## src/rtl/scl_rate_pkg.sv

```systemverilog
package scl_rate_pkg;

    // Ticks in each half of an SCL period and the positions of the SDA points.
    localparam int unsigned HALF_TICKS   = 11;
    localparam int unsigned PERIOD_TICKS = 2 * HALF_TICKS;
    localparam int unsigned SDA_UPD_TICK = 5;
    localparam int unsigned SDA_SMP_TICK = HALF_TICKS + 5;
    localparam int unsigned PHASE_W      = $clog2(PERIOD_TICKS);

    typedef logic [PHASE_W-1:0] phase_t;

    typedef enum logic {
        SEQ_IDLE   = 1'b0,
        SEQ_ACTIVE = 1'b1
    } seq_state_t;

    typedef struct packed {
        logic fall;
        logic rise;
        logic upd;
        logic smp;
    } scl_strobe_t;

    function automatic phase_t next_phase(input phase_t cur);
        if (cur == phase_t'(PERIOD_TICKS - 1))
            return '0;
        return cur + phase_t'(1);
    endfunction

    function automatic logic in_high_half(input phase_t cur);
        return cur >= phase_t'(HALF_TICKS);
    endfunction

    // Strobes raised when the phase counter lands on a given tick.
    function automatic scl_strobe_t strobes_for(input phase_t landing);
        scl_strobe_t s;
        s.fall = (landing == phase_t'(0));
        s.rise = (landing == phase_t'(HALF_TICKS));
        s.upd  = (landing == phase_t'(SDA_UPD_TICK));
        s.smp  = (landing == phase_t'(SDA_SMP_TICK));
        return s;
    endfunction

endpackage

```

## src/rtl/scl_div_cfg.sv

```systemverilog
module scl_div_cfg #(
    parameter int unsigned A_W = 2,
    parameter int unsigned B_W = 6
) (
    input  logic           clk,
    input  logic           rst,
    input  logic           load,
    input  logic [A_W-1:0] a_in,
    input  logic [B_W-1:0] b_in,
    output logic [A_W-1:0] a_q,
    output logic [B_W-1:0] b_q
);

    always_ff @(posedge clk) begin
        if (rst) begin
            a_q <= '0;
            b_q <= '0;
        end else if (load) begin
            a_q <= a_in;
            b_q <= b_in;
        end
    end

    // divider values never move while the generator runs
    a_r8_cfg_frozen: assert property (@(posedge clk) disable iff (rst)
        !load |=> $stable({a_q, b_q}));

endmodule

```

## src/rtl/scl_pulse_div.sv

```systemverilog
module scl_pulse_div #(
    parameter int unsigned W = 2
) (
    input  logic         clk,
    input  logic         rst,
    input  logic         clr,
    input  logic         en,
    input  logic [W-1:0] limit,
    output logic         pulse
);

    logic [W-1:0] cnt;

    assign pulse = en && (cnt == limit);

    always_ff @(posedge clk) begin
        if (rst || clr)
            cnt <= '0;
        else if (en)
            cnt <= pulse ? '0 : cnt + W'(1);
    end

    // the count never passes the programmed terminal value
    a_r7_cnt_bound: assert property (@(posedge clk) disable iff (rst)
        cnt <= limit);

    // a paused stage keeps its count
    a_r9_count_paused: assert property (@(posedge clk) disable iff (rst)
        (!en && !clr) |=> $stable(cnt));

endmodule

```

## src/rtl/scl_phase_seq.sv

```systemverilog
module scl_phase_seq
    import scl_rate_pkg::*;
(
    input  logic        clk,
    input  logic        rst,
    input  logic        run,
    input  logic        tick,
    input  logic        scl_sense,
    output logic        active,
    output logic        count_en,
    output logic        scl_pull_low,
    output scl_strobe_t stb
);

    seq_state_t state;
    phase_t     phase;
    logic       released;
    logic       held_by_peer;

    assign active       = (state == SEQ_ACTIVE);
    assign released     = in_high_half(phase);
    assign held_by_peer = released && !scl_sense;
    assign count_en     = active && run && !held_by_peer;
    assign scl_pull_low = active && !released;

    always_ff @(posedge clk) begin
        if (rst) begin
            state <= SEQ_IDLE;
            phase <= '0;
            stb   <= '0;
        end else begin
            stb <= '0;
            case (state)
                SEQ_IDLE: begin
                    if (run) begin
                        state    <= SEQ_ACTIVE;
                        phase    <= '0;
                        stb.fall <= 1'b1;
                    end
                end
                default: begin
                    if (!run) begin
                        state <= SEQ_IDLE;
                        phase <= '0;
                    end else if (tick) begin
                        phase <= next_phase(phase);
                        stb   <= strobes_for(next_phase(phase));
                    end
                end
            endcase
        end
    end

    // strobes are mutually exclusive
    a_r10_strobe_excl: assert property (@(posedge clk) disable iff (rst)
        $onehot0(stb));

    // a fall strobe coincides with the line being driven low
    a_r3_fall_drives_low: assert property (@(posedge clk) disable iff (rst)
        stb.fall |-> scl_pull_low);

    // a rise strobe coincides with the line being released
    a_r4_rise_releases: assert property (@(posedge clk) disable iff (rst)
        stb.rise |-> !scl_pull_low);

    // a dropped request quiets the outputs on the next cycle
    a_r2_idle_quiet: assert property (@(posedge clk) disable iff (rst)
        !run |=> (!scl_pull_low && stb == '0));

    // a peer holding the released line freezes the phase
    a_r9_stretch_freeze: assert property (@(posedge clk) disable iff (rst)
        (active && run && held_by_peer) |=> ($stable(phase) && stb == '0));

endmodule

```

## src/rtl/scl_rate_gen.sv

```systemverilog
module scl_rate_gen
    import scl_rate_pkg::*;
#(
    parameter int unsigned A_W      = 2,
    parameter int unsigned B_W      = 6,
    parameter int unsigned SCL_SYNC = 0
) (
    input  logic           clk,
    input  logic           rst,
    input  logic           run,
    input  logic [A_W-1:0] div_a,
    input  logic [B_W-1:0] div_b,
    input  logic           scl_in,
    output logic           scl_pull_low,
    output logic           scl_fall_stb,
    output logic           scl_rise_stb,
    output logic           sda_upd_stb,
    output logic           sda_smp_stb
);

    logic           scl_sense;
    logic           active;
    logic           count_en;
    logic           pre_pulse;
    logic           tick;
    logic [A_W-1:0] a_q;
    logic [B_W-1:0] b_q;
    scl_strobe_t    stb;

    // Optional resynchronisation of the sensed line.
    generate
        if (SCL_SYNC == 0) begin : g_no_sync
            assign scl_sense = scl_in;
        end else begin : g_sync
            logic [SCL_SYNC-1:0] sync_q;
            always_ff @(posedge clk) begin
                if (rst) begin
                    sync_q <= '1;
                end else begin
                    sync_q[0] <= scl_in;
                    for (int i = 1; i < SCL_SYNC; i++)
                        sync_q[i] <= sync_q[i-1];
                end
            end
            assign scl_sense = sync_q[SCL_SYNC-1];
        end
    endgenerate

    scl_div_cfg #(.A_W(A_W), .B_W(B_W)) u_cfg (
        .clk  (clk),
        .rst  (rst),
        .load (!active),
        .a_in (div_a),
        .b_in (div_b),
        .a_q  (a_q),
        .b_q  (b_q)
    );

    scl_pulse_div #(.W(A_W)) u_stage_a (
        .clk   (clk),
        .rst   (rst),
        .clr   (!active),
        .en    (count_en),
        .limit (a_q),
        .pulse (pre_pulse)
    );

    scl_pulse_div #(.W(B_W)) u_stage_b (
        .clk   (clk),
        .rst   (rst),
        .clr   (!active),
        .en    (pre_pulse),
        .limit (b_q),
        .pulse (tick)
    );

    scl_phase_seq u_seq (
        .clk          (clk),
        .rst          (rst),
        .run          (run),
        .tick         (tick),
        .scl_sense    (scl_sense),
        .active       (active),
        .count_en     (count_en),
        .scl_pull_low (scl_pull_low),
        .stb          (stb)
    );

    assign scl_fall_stb = stb.fall;
    assign scl_rise_stb = stb.rise;
    assign sda_upd_stb  = stb.upd;
    assign sda_smp_stb  = stb.smp;

    // the second stage only advances on a first-stage pulse
    a_r7_tick_needs_pre: assert property (@(posedge clk) disable iff (rst)
        tick |-> pre_pulse);

    // reset forces a released, quiet line
    a_r1_reset_quiet: assert property (@(posedge clk)
        rst |=> (!scl_pull_low && stb == '0));

endmodule

```

## config.mk

```make
export PLATFORM = sky130hd
export DESIGN_NAME = scl_rate_gen
export DESIGN_NICKNAME = d
export VERILOG_FILES = /design/src/rtl/scl_rate_pkg.sv /design/src/rtl/scl_div_cfg.sv /design/src/rtl/scl_pulse_div.sv /design/src/rtl/scl_phase_seq.sv /design/src/rtl/scl_rate_gen.sv
export SDC_FILE = /design/constraint.sdc
export NUM_CORES = 1
export LEC_CHECK = 0
export BUFFER_PORTS_ARGS = -buffer_cell sky130_fd_sc_hd__buf_2
export CAP_MARGIN = 20
export CORE_MARGIN = 1.5
export CORE_UTILIZATION = 44
export CTS_CLUSTER_DIAMETER = 30
export DETAILED_ROUTE_END_ITERATION = 8
export HOLD_SLACK_MARGIN = 0.08
export PLACE_DENSITY = 0.64
export SYNTH_ARGS = -nofsm -noshare
export SYNTH_HDL_FRONTEND = slang
export SYNTH_SLANG_ARGS = --single-unit
```

## constraint.sdc

```tcl
create_clock -name clk -period 3 [get_ports clk]
set_input_delay 0.45 -clock clk [delete_from_list [all_inputs] [get_ports clk]]
set_output_delay 0.45 -clock clk [all_outputs]
set_load 0.005 [all_outputs]
```

# Word level (Yosys, flattened, before mapping)
# Cells that the tools add are included.
# Widths: inputs -> output; s select.
# totals
reg_bits,26
latchBits,0
ramBits,0
rom_bits,0
in_bits,12
out_inout_bits,5
word_cells,59
memories,0
# classes
add_sub_neg,3
n_mul,0
n_div,0
order_cmp,1
n_eq_ne,7
n_shift,0
mux,20
n_bitwise,3
reduce_logical,15
# op_table
op,count
$mux 5,9
$eq 5x5->1 const B,2
$mux 4,2
$mux 1,7
$add 6x1->6 const B,1
$eq 6x6->1,1
$logic_and 1x1->1,6
$mux 6,1
$add 5x1->5 const B,1
$eq 5x3->1 const B,1
$eq 5x4->1 const B,1
$ge 5x4->1 const B,1
$logic_not 5->1,1
$logic_not 1->1,4
$reduce_or 4->1,1
$ne 3x3->1 const B,1
$not 1->1,3
$add 2x1->2 const B,1
$eq 2x2->1,1
$mux 2,1
$reduce_and 2->1,1
$reduce_bool 2->1,1
$logic_or 1x1->1,1

# Depth between registers and ports, before layout
# Gate-level depths: netlist of run 1.
# logic_depth
ltp_word,19
ltp_mapped,8

# By module
# A second synthesis of run 1 with hierarchy kept.
# unflattened
hier_cells,140
hier_area_um2,1343.8
# by_module_without_submodules
module,instances,cells_per_inst,area_per_inst_um2
scl_phase_seq,1,63,584.3
scl_pulse_div (u_stage_b),1,38,345.3
scl_div_cfg,1,26,285.3
scl_pulse_div (u_stage_a),1,12,125.1
scl_rate_gen,1,1,3.8

# Least setup slack after synthesis of run 1
# Ideal clock, no wire load.
# synth_timing
path_type,flip-flop to flip-flop
start,reg u_seq.phase[1]
end,reg u_seq.phase[2]
setup_ns,0.120
arrival_ns,1.808
path_slack_ns,1.073
stages_incl_launch_ff,9
path_buffers,2
path_cell_list,dfxtp_1 > ha_1 > buf_2 > a211oi_2 > o211a_4 > nand4_4 > buf_6 > and3_4 > a211o_1
# synth_between
elab_chain_cells,10
# synth_lines
element,line,rtl
from (decl),scl_phase_seq.sv:16,phase_t phase;
from (signal assigned),scl_phase_seq.sv:46,phase <= next_phase(phase);
$eq 5x5->1,scl_rate_pkg.sv:25,if (cur == phase_t'(PERIOD_TICKS - 1))
$mux 1,scl_rate_pkg.sv:25,
$mux 1,scl_phase_seq.sv:45,end else if (tick) begin
$mux 1,scl_phase_seq.sv:42,if (!run) begin
$mux 1,scl_phase_seq.sv:33,case (state)
$mux 1,scl_phase_seq.sv:27,if (rst) begin
$mux 5,scl_rate_pkg.sv:27,return cur + phase_t'(1);
$mux 5,scl_phase_seq.sv:45,
$mux 5,scl_phase_seq.sv:42,
$mux 5,scl_phase_seq.sv:33,
# Parallel ways exist; a longest one is shown, timed or not. The select of a mux whose other input is x is not followed.
# A chain may end at the register's enable or synchronous reset.

# Final worst setup path of run 1
# layout_timing
start,reg u_seq.phase[1]
end,out scl_pull_low
# layout_between
elab_chain_cells,3
# layout_lines
element,line,rtl
$ge 5x4->1,scl_rate_pkg.sv:31,return cur >= phase_t'(HALF_TICKS);
$logic_not 1->1,scl_phase_seq.sv:24,assign scl_pull_low = active && !released;
$logic_and 1x1->1,scl_phase_seq.sv:24,
to (decl),scl_rate_gen.sv:14,"output logic scl_pull_low,"
# Every way passes these cells.

==> results of run 1 <==
## registers in the layout, indices dropped and copies added, names as in the netlist
signal and cells:
u_cfg.a_q 2, u_cfg.b_q 6, u_seq.active 1, u_seq.phase 5
u_seq.stb 4, u_stage_a.cnt 2, u_stage_b.cnt 6
## worst reg2reg max path, delay by kind of cell, from the launching register on
| family | cells | cell delay (ps) |
|---|---|---|
| AO/OA/AOI/OAI | 3 | 800 |
| adder cells (fa/ha/maj) | 1 | 320 |
| AND/OR/NAND/NOR | 2 | 440 |
| flip-flops | 1 | 430 |
## per-layer routing
| metal | share of wire (%) | up-vias | track usage [%] |
|---|---|---|---|
| met5 | 0 | - | 0 |
| met4 | 1.6 | 0 | 6.818 |
| met3 | 2.4 | 5 | 1.965 |
| met2 | 48 | 17 | 26.84 |
| met1 | 48 | 480 | 22.33 |
| li1 | - | 547 | - |
## placed cells by master (no fill, tap or decap), types with 2 or more instances in the layout
master and n:
or2_2 2, clkbuf_4 3, ha_1 5, nand4_1 3
xnor2_1 7, nand3_1 6, inv_1 5, and2_1 2
o211ai_1 2, nand2b_1 3, nor2_1 16, dfxtp_1 26
xor2_1 10, nor2b_1 2, o21ai_0 4, buf_2 16
mux2i_1 8, nor4_1 2, a21oi_1 3, nor3_1 5
nand2_1 6
## power breakdown
group,switching [W],internal [W],leakage [nW]
Clock,0.000100,0.0000742,0.0210
Sequential,0.00000548,0.000354,0.212
Combinational,0.0000343,0.0000276,0.377
Total,0.000140,0.000456,0.610
## per-stage QoR
step / instance area (um2) / hold slack [ps] / power (W)
floorplan: 1390 / 483.7 / 0.0004109
global placement: 1499 / 497.1 / 0.0004290
detailed placement: 1499 / 507.4 / 0.0004304
CTS: 1535 / 337.0 / 0.0006055
global route: 1535 / 349.6 / 0.0006279
finish: 1535 / 345.3 / 0.0005963
## how the worst max path moves through the flow
stage                   startpoint          endpoint  cells past startpoint
floorplan           u_seq.phase[1]    u_seq.phase[2]                      8
global placement    u_seq.phase[0]    u_seq.phase[2]                      6
detailed placement  u_seq.phase[1]    u_seq.phase[2]                      6
CTS                 u_seq.phase[1]      scl_pull_low                      4
global route        u_seq.phase[0]  u_stage_b.cnt[5]                      6
finish              u_seq.phase[1]      scl_pull_low                      4
## cell type report
class | instances | area [um2]
Clock buffer | 4 | 36.28
Fill cell | 295 | 1493
Inverter | 5 | 18.77
Multi-Input combinational cell | 110 | 817.0
Sequential cell | 26 | 520.5
Tap cell | 44 | 55.05
Timing Repair Buffer | 17 | 87.58
## Yosys cell counts (3+ instances only)
library cell	instances	area (um2)
nand2b_1	3	18.77
nor3_1	5	25.02
xnor2_1	7	61.31
dfxtp_1	26	520.5
xor2_1	10	87.58
mux2i_1	8	80.08
inv_1	5	18.77
nand3_1	6	30.03
buf_2	3	15.01
o21ai_0	4	20.02
a21oi_1	3	15.01
ha_1	5	62.56
nand4_1	3	18.77
nor2_1	16	60.06
nand2_1	6	22.52
## kinds of logic after synthesis
| logic type | count (synthesis) |
|---|---|
| AND/OR/NAND/NOR | 59 |
| adder cells (fa/ha/maj) | 5 |
| multiplexers | 9 |
| buffers and inverters | 11 |
| XOR/XNOR | 17 |
| AO/OA/AOI/OAI | 20 |
| flip-flops | 26 |
==> results.md, run 1 <==
- WP data required: about 2600 ps
- Worst R2R Setup Slack: roughly 900 ps
- Setup ws final: around 870 ps
- VDD IR max: around 0.22 mV
- Slew headroom: a little under three quarters
- Reg2Reg Launch Point: u_seq.phase[1]
- Status: completed
- Compound-gate portion of the synthesized area: between 10 and 15%
- PD cells: between 300 and 400 nW/um2
- Reg2reg end: u_seq.phase[2]
- Setup Slack @ Placement: between 900 and 1000 ps
- CP Cell Sequence: ha_1, a211oi_2, o211a_1, buf_2
- Post-Synth Simple-Gate Area: approximately a quarter
- Crit end category: output port
- Row count: 20
- I/O Buffers: 16
- Layout cells sized above 1: 19.75%
- Die area: 3505 um2
- Crit Path Category: register to output port
- GRT overflow: 0
- Startpoint type of the worst setup path: register
- CP peak stage delay: 530 ps
- Pin count of the biggest net entering global routing: 17
- Final setup fails: 0
- Synthesis-stage register bit count: 26
- Drt pass-1 iters: 4
- Max cap viols: 0
- Number of cells on the worst reg-to-reg path: 6
- GRT Resource Usage Total: 16.60%
- Number of global-route vias before repair: about 1000
- IO Pins: 17
- Post-synthesis net count: ~160
- Max-slew violation count: 0
- Post-layout min period: roughly 2100 ps
- # resized after CTS: 0
- Drt first-iter violations: 51
- CTS Buf Count: 3
- Async SR Flop Fraction: 0%
- Post-synthesis sequential area ratio: 37.44%
- CTS Hold Bufs: 0
- WHS Endpoint: u_cfg.a_q[0]
- Final std cells w/o fill: 206
- Hold path start: div_a[0]
- Placed cells: 202
- Setup TNS Final: 0 ps
- Post-synth cell types: 47
- Residual DRC: 0
- Post-Synth Adder-Cell Area: around 4.5%
- Core footprint: 3028 um2
- Fin crit share: 71.07%
- Final hold viol count: 0
- Clock latency on the worst-skew pair: ~320 ps
- ANT nets after route: 0
- CTS tree: built
- Routability cong.: roughly 0.85
- Synthesis-to-finish area growth: 10.44%
- XOR/XNOR Fraction of Synth Area: a little over a tenth
- Yosys warns: 0
- Buf/Inv on CP: 1
- Worst Max-Slew Pin Slew: about 420 ps
- Worst Skew: between 10 and 15 ps
- Post-Syn Area per Cell: roughly 9.5 um2
- Final Util: 50.70%
- Ant. Diodes: 0
- HPWL after detailed placement: 1.946 mm
- Main combinational cell family by area after synthesis: simple AND/OR/NAND/NOR gates
- Hold crit path type: input port to register
- Crit path DAT: between 1500 and 2000 ps
- Setup Buffers After CTS: 0
- Die width: 59.21 um
- Clk sinks: 26
- Total wire length: approximately 2.6 mm
- First-pass GRT wire length: about 4.4 mm
- Crit-path leading delay family: flip-flops
- Die Span Y: a little under 60 um
- Deepest clock path buffer count: 2
- RSZ-0062 raised after global routing: no
- Static Leak: between 0.6 and 0.7 nW
- Slowest cell on the critical path: dfxtp_1
- Initial Utilization: between 40% and 50%
- # H-tree levels: 1
- Synth Cell Area: 1390 um2
- Peak Freq: about 470 MHz
- Wirelength per Cell: between 10 and 15 um
- Root buffer cell: clkbuf_4
- Post-synth EDFFs: 0
- Vias post-DR: around 1000
- Hold path cells: 3
- Initial antenna violation count: 0
- CP Max Fanout: 8
- Routed vias/inst: between 5 and 6
- Cells after Synth: 147
- Mux contribution to synthesized area: 6.571%
- Clock transition at path regs: approximately 140 ps
- Layout Nets: 180
- Top_reg_cell synth: dfxtp_1
Note: power is estimated with default switching activity, not from simulation.
==> run 2, diff against run 1 <==
==> constraint.sdc (replaced) <==
create_clock -name clk -period 2.2 [get_ports clk]
set_input_delay 0.33 -clock clk [delete_from_list [all_inputs] [get_ports clk]]
set_output_delay 0.33 -clock clk [all_outputs]
set_load 0.005 [all_outputs]
==> run 2 against run 1 <==
Effect of this change: sequential share of layout area shrank 0.38 points; design area up 1.1%; largest cell class unchanged; combinational power up 37%; critical path type is now register to register; via count is 2.7% higher; total power rose by 37%; sequential power up 36%.
==> results.md, run 2 (synthesized netlist as in run 1, its figures left out) <==
- GRT overflow: 0
- Static Leak: around 0.61 nW
- Post-layout min period: roughly 2000 ps
- Number of global-route vias before repair: 1000
- Peak Freq: approximately 500 MHz
- Clock latency on the worst-skew pair: 320 ps
- Crit path DAT: 2220 ps
- Worst Skew: 11.18 ps
- Met1 WL: 1.155 mm
- Wirelength per Cell: roughly 12 um
- Power consumption: 0.0008149 W
- Final hold viol count: 0
- IO Pins: 17
- RSZ-0062 raised after global routing: no
- Pin count of the biggest net entering global routing: 17
- Routability cong.: roughly 0.87
- CP Max Fanout: 11
- Ant. Diodes: 0
- Drt first-iter violations: roughly 40
- Most common cell after layout, fill and taps aside: dfxtp_1
- Die area: ~3500 um2
- Row count: 20
- Initial antenna violation count: 0
- Layout Nets: ~180
- Initial Utilization: between 40% and 50%
- Total wire length: between 2 and 3 mm
- WP data required: around 2400 ps
- GRT Resource Usage Total: 16.60%
- Setup TNS Final: 0 ps
- Worst R2R Setup Slack: 200 ps
- I/O Buffers: 16
- Max-slew violation count: 0
- CTS tree: built
- HPWL after detailed placement: around 2.0 mm
- Clk sinks: 26
- ANT nets after route: 0
- Reg2reg end: u_seq.phase[2]
- Synthesis-to-finish area growth: 11.70%
- Clock transition at path regs: roughly 140 ps
- Drt pass-1 iters: 4
- Max cap viols: 0
- Die Span Y: approximately 59 um
- Slew headroom: 71.94%
- Hold path cells: 3
- Final setup fails: 0
- Root buffer cell: clkbuf_4
- Residual DRC: 0
- Layout cells sized above 1: between 20% and 30%
- Worst Max-Slew Pin Slew: 420.3 ps
- Crit end category: register
- Routed vias/inst: 5.203
- First-pass GRT wire length: approximately 4.4 mm
- Design area: between 1500 and 2000 um2
- Reg2Reg Launch Point: u_seq.phase[1]
- Crit path launch: u_seq.phase[1]
- Most frequent cells in the layout: 26 x dfxtp_1, 16 x nor2_1, 16 x buf_2, 10 x xor2_1, 8 x mux2i_1
- WL met3: approximately 46 um
- # H-tree levels: 1
- Filler cells: 292
- Startpoint type of the worst setup path: register
- WHS Endpoint: u_cfg.b_q[1]
- Met2 wire length: between 1 and 1.5 mm
- Setup Buffers After CTS: 0
- CTS Buf Count: 3
- Core footprint: slightly above 3000 um2
- Crit Path Category: register to register
- Die width: just under 60 um
- Largest regs: u_cfg.b_q (6), u_stage_b.cnt (6), u_seq.phase (5)
- Number of cells on the worst reg-to-reg path: 6
- Vias post-DR: between 1000 and 1500
- VDD IR max: around 0.33 mV
- Fin crit share: 91.07%
- Deepest clock path buffer count: 2
- Max layer used: met4
- PD cells: between 500 and 600 nW/um2
- Final Util: between 50% and 60%
- Hold crit path type: input port to register
- Hold path start: div_b[1]
- Post-placement cell area: ~1500 um2
- Status: completed
- CTS Hold Bufs: 0
-- run 2: layout make-up --
cell class,instances,area (um2),share of cell area (%)
Clock buffer,4,36.28,2.337
Multi-Input combinational cell,110,827.0,53.26
Tap cell,44,55.05,3.546
Timing Repair Buffer,18,95.09,6.124
Inverter,5,18.77,1.209
Sequential cell,26,520.5,33.52
-- run 2: per-stage QoR --
step	setup slack (ps)	std cells	hold slack (ps)
6_report	196.4	207	226.3
5_1_grt	68.09	207	230.7
4_1_cts	83.27	207	226.4
3_5_place_dp	119.3	203	507.2
3_3_place_gp	210.8	203	497.5
2_1_floorplan	272.6	147	409.8
-- run 2: worst max path at each step --
stage | to | slack, ps | cells after the start
floorplan | u_seq.phase[2] | 270 | 8
global placement | u_seq.phase[2] | 210 | 6
detailed placement | u_seq.phase[2] | 120 | 6
CTS | u_seq.phase[2] | 80 | 6
global route | u_seq.stb[3] | 70 | 6
finish | u_seq.phase[2] | 200 | 6
-- run 2: what timing repair did --
| action | CTS | global route |
|---|---|---|
| gates resized for setup | 0 | 2 |
| endpoints found under the setup margin | 0 | 5 |
| hold endpoints to repair | 0 | 0 |
-- run 2: per-layer routing --
layer	vias up	global-route usage, %
li1	547	-
met1	510	20.30
met2	16	28.73
met3	4	1.965
met4	0	7.792
met5	-	0
-- run 2: worst max-delay path, stage by stage, from the launching register on --
cell and delay (ps):
dfxtp_1 430, ha_2 280, a211oi_4 250, o211a_4 240, nand4_4 200, and3_4 250, a211o_1 250
-- run 2: power by group --
part           internal, W  switching (W)
Sequential        0.000483     0.00000795
Clock             0.000101       0.000138
Combinational    0.0000376      0.0000468
Total             0.000622       0.000193
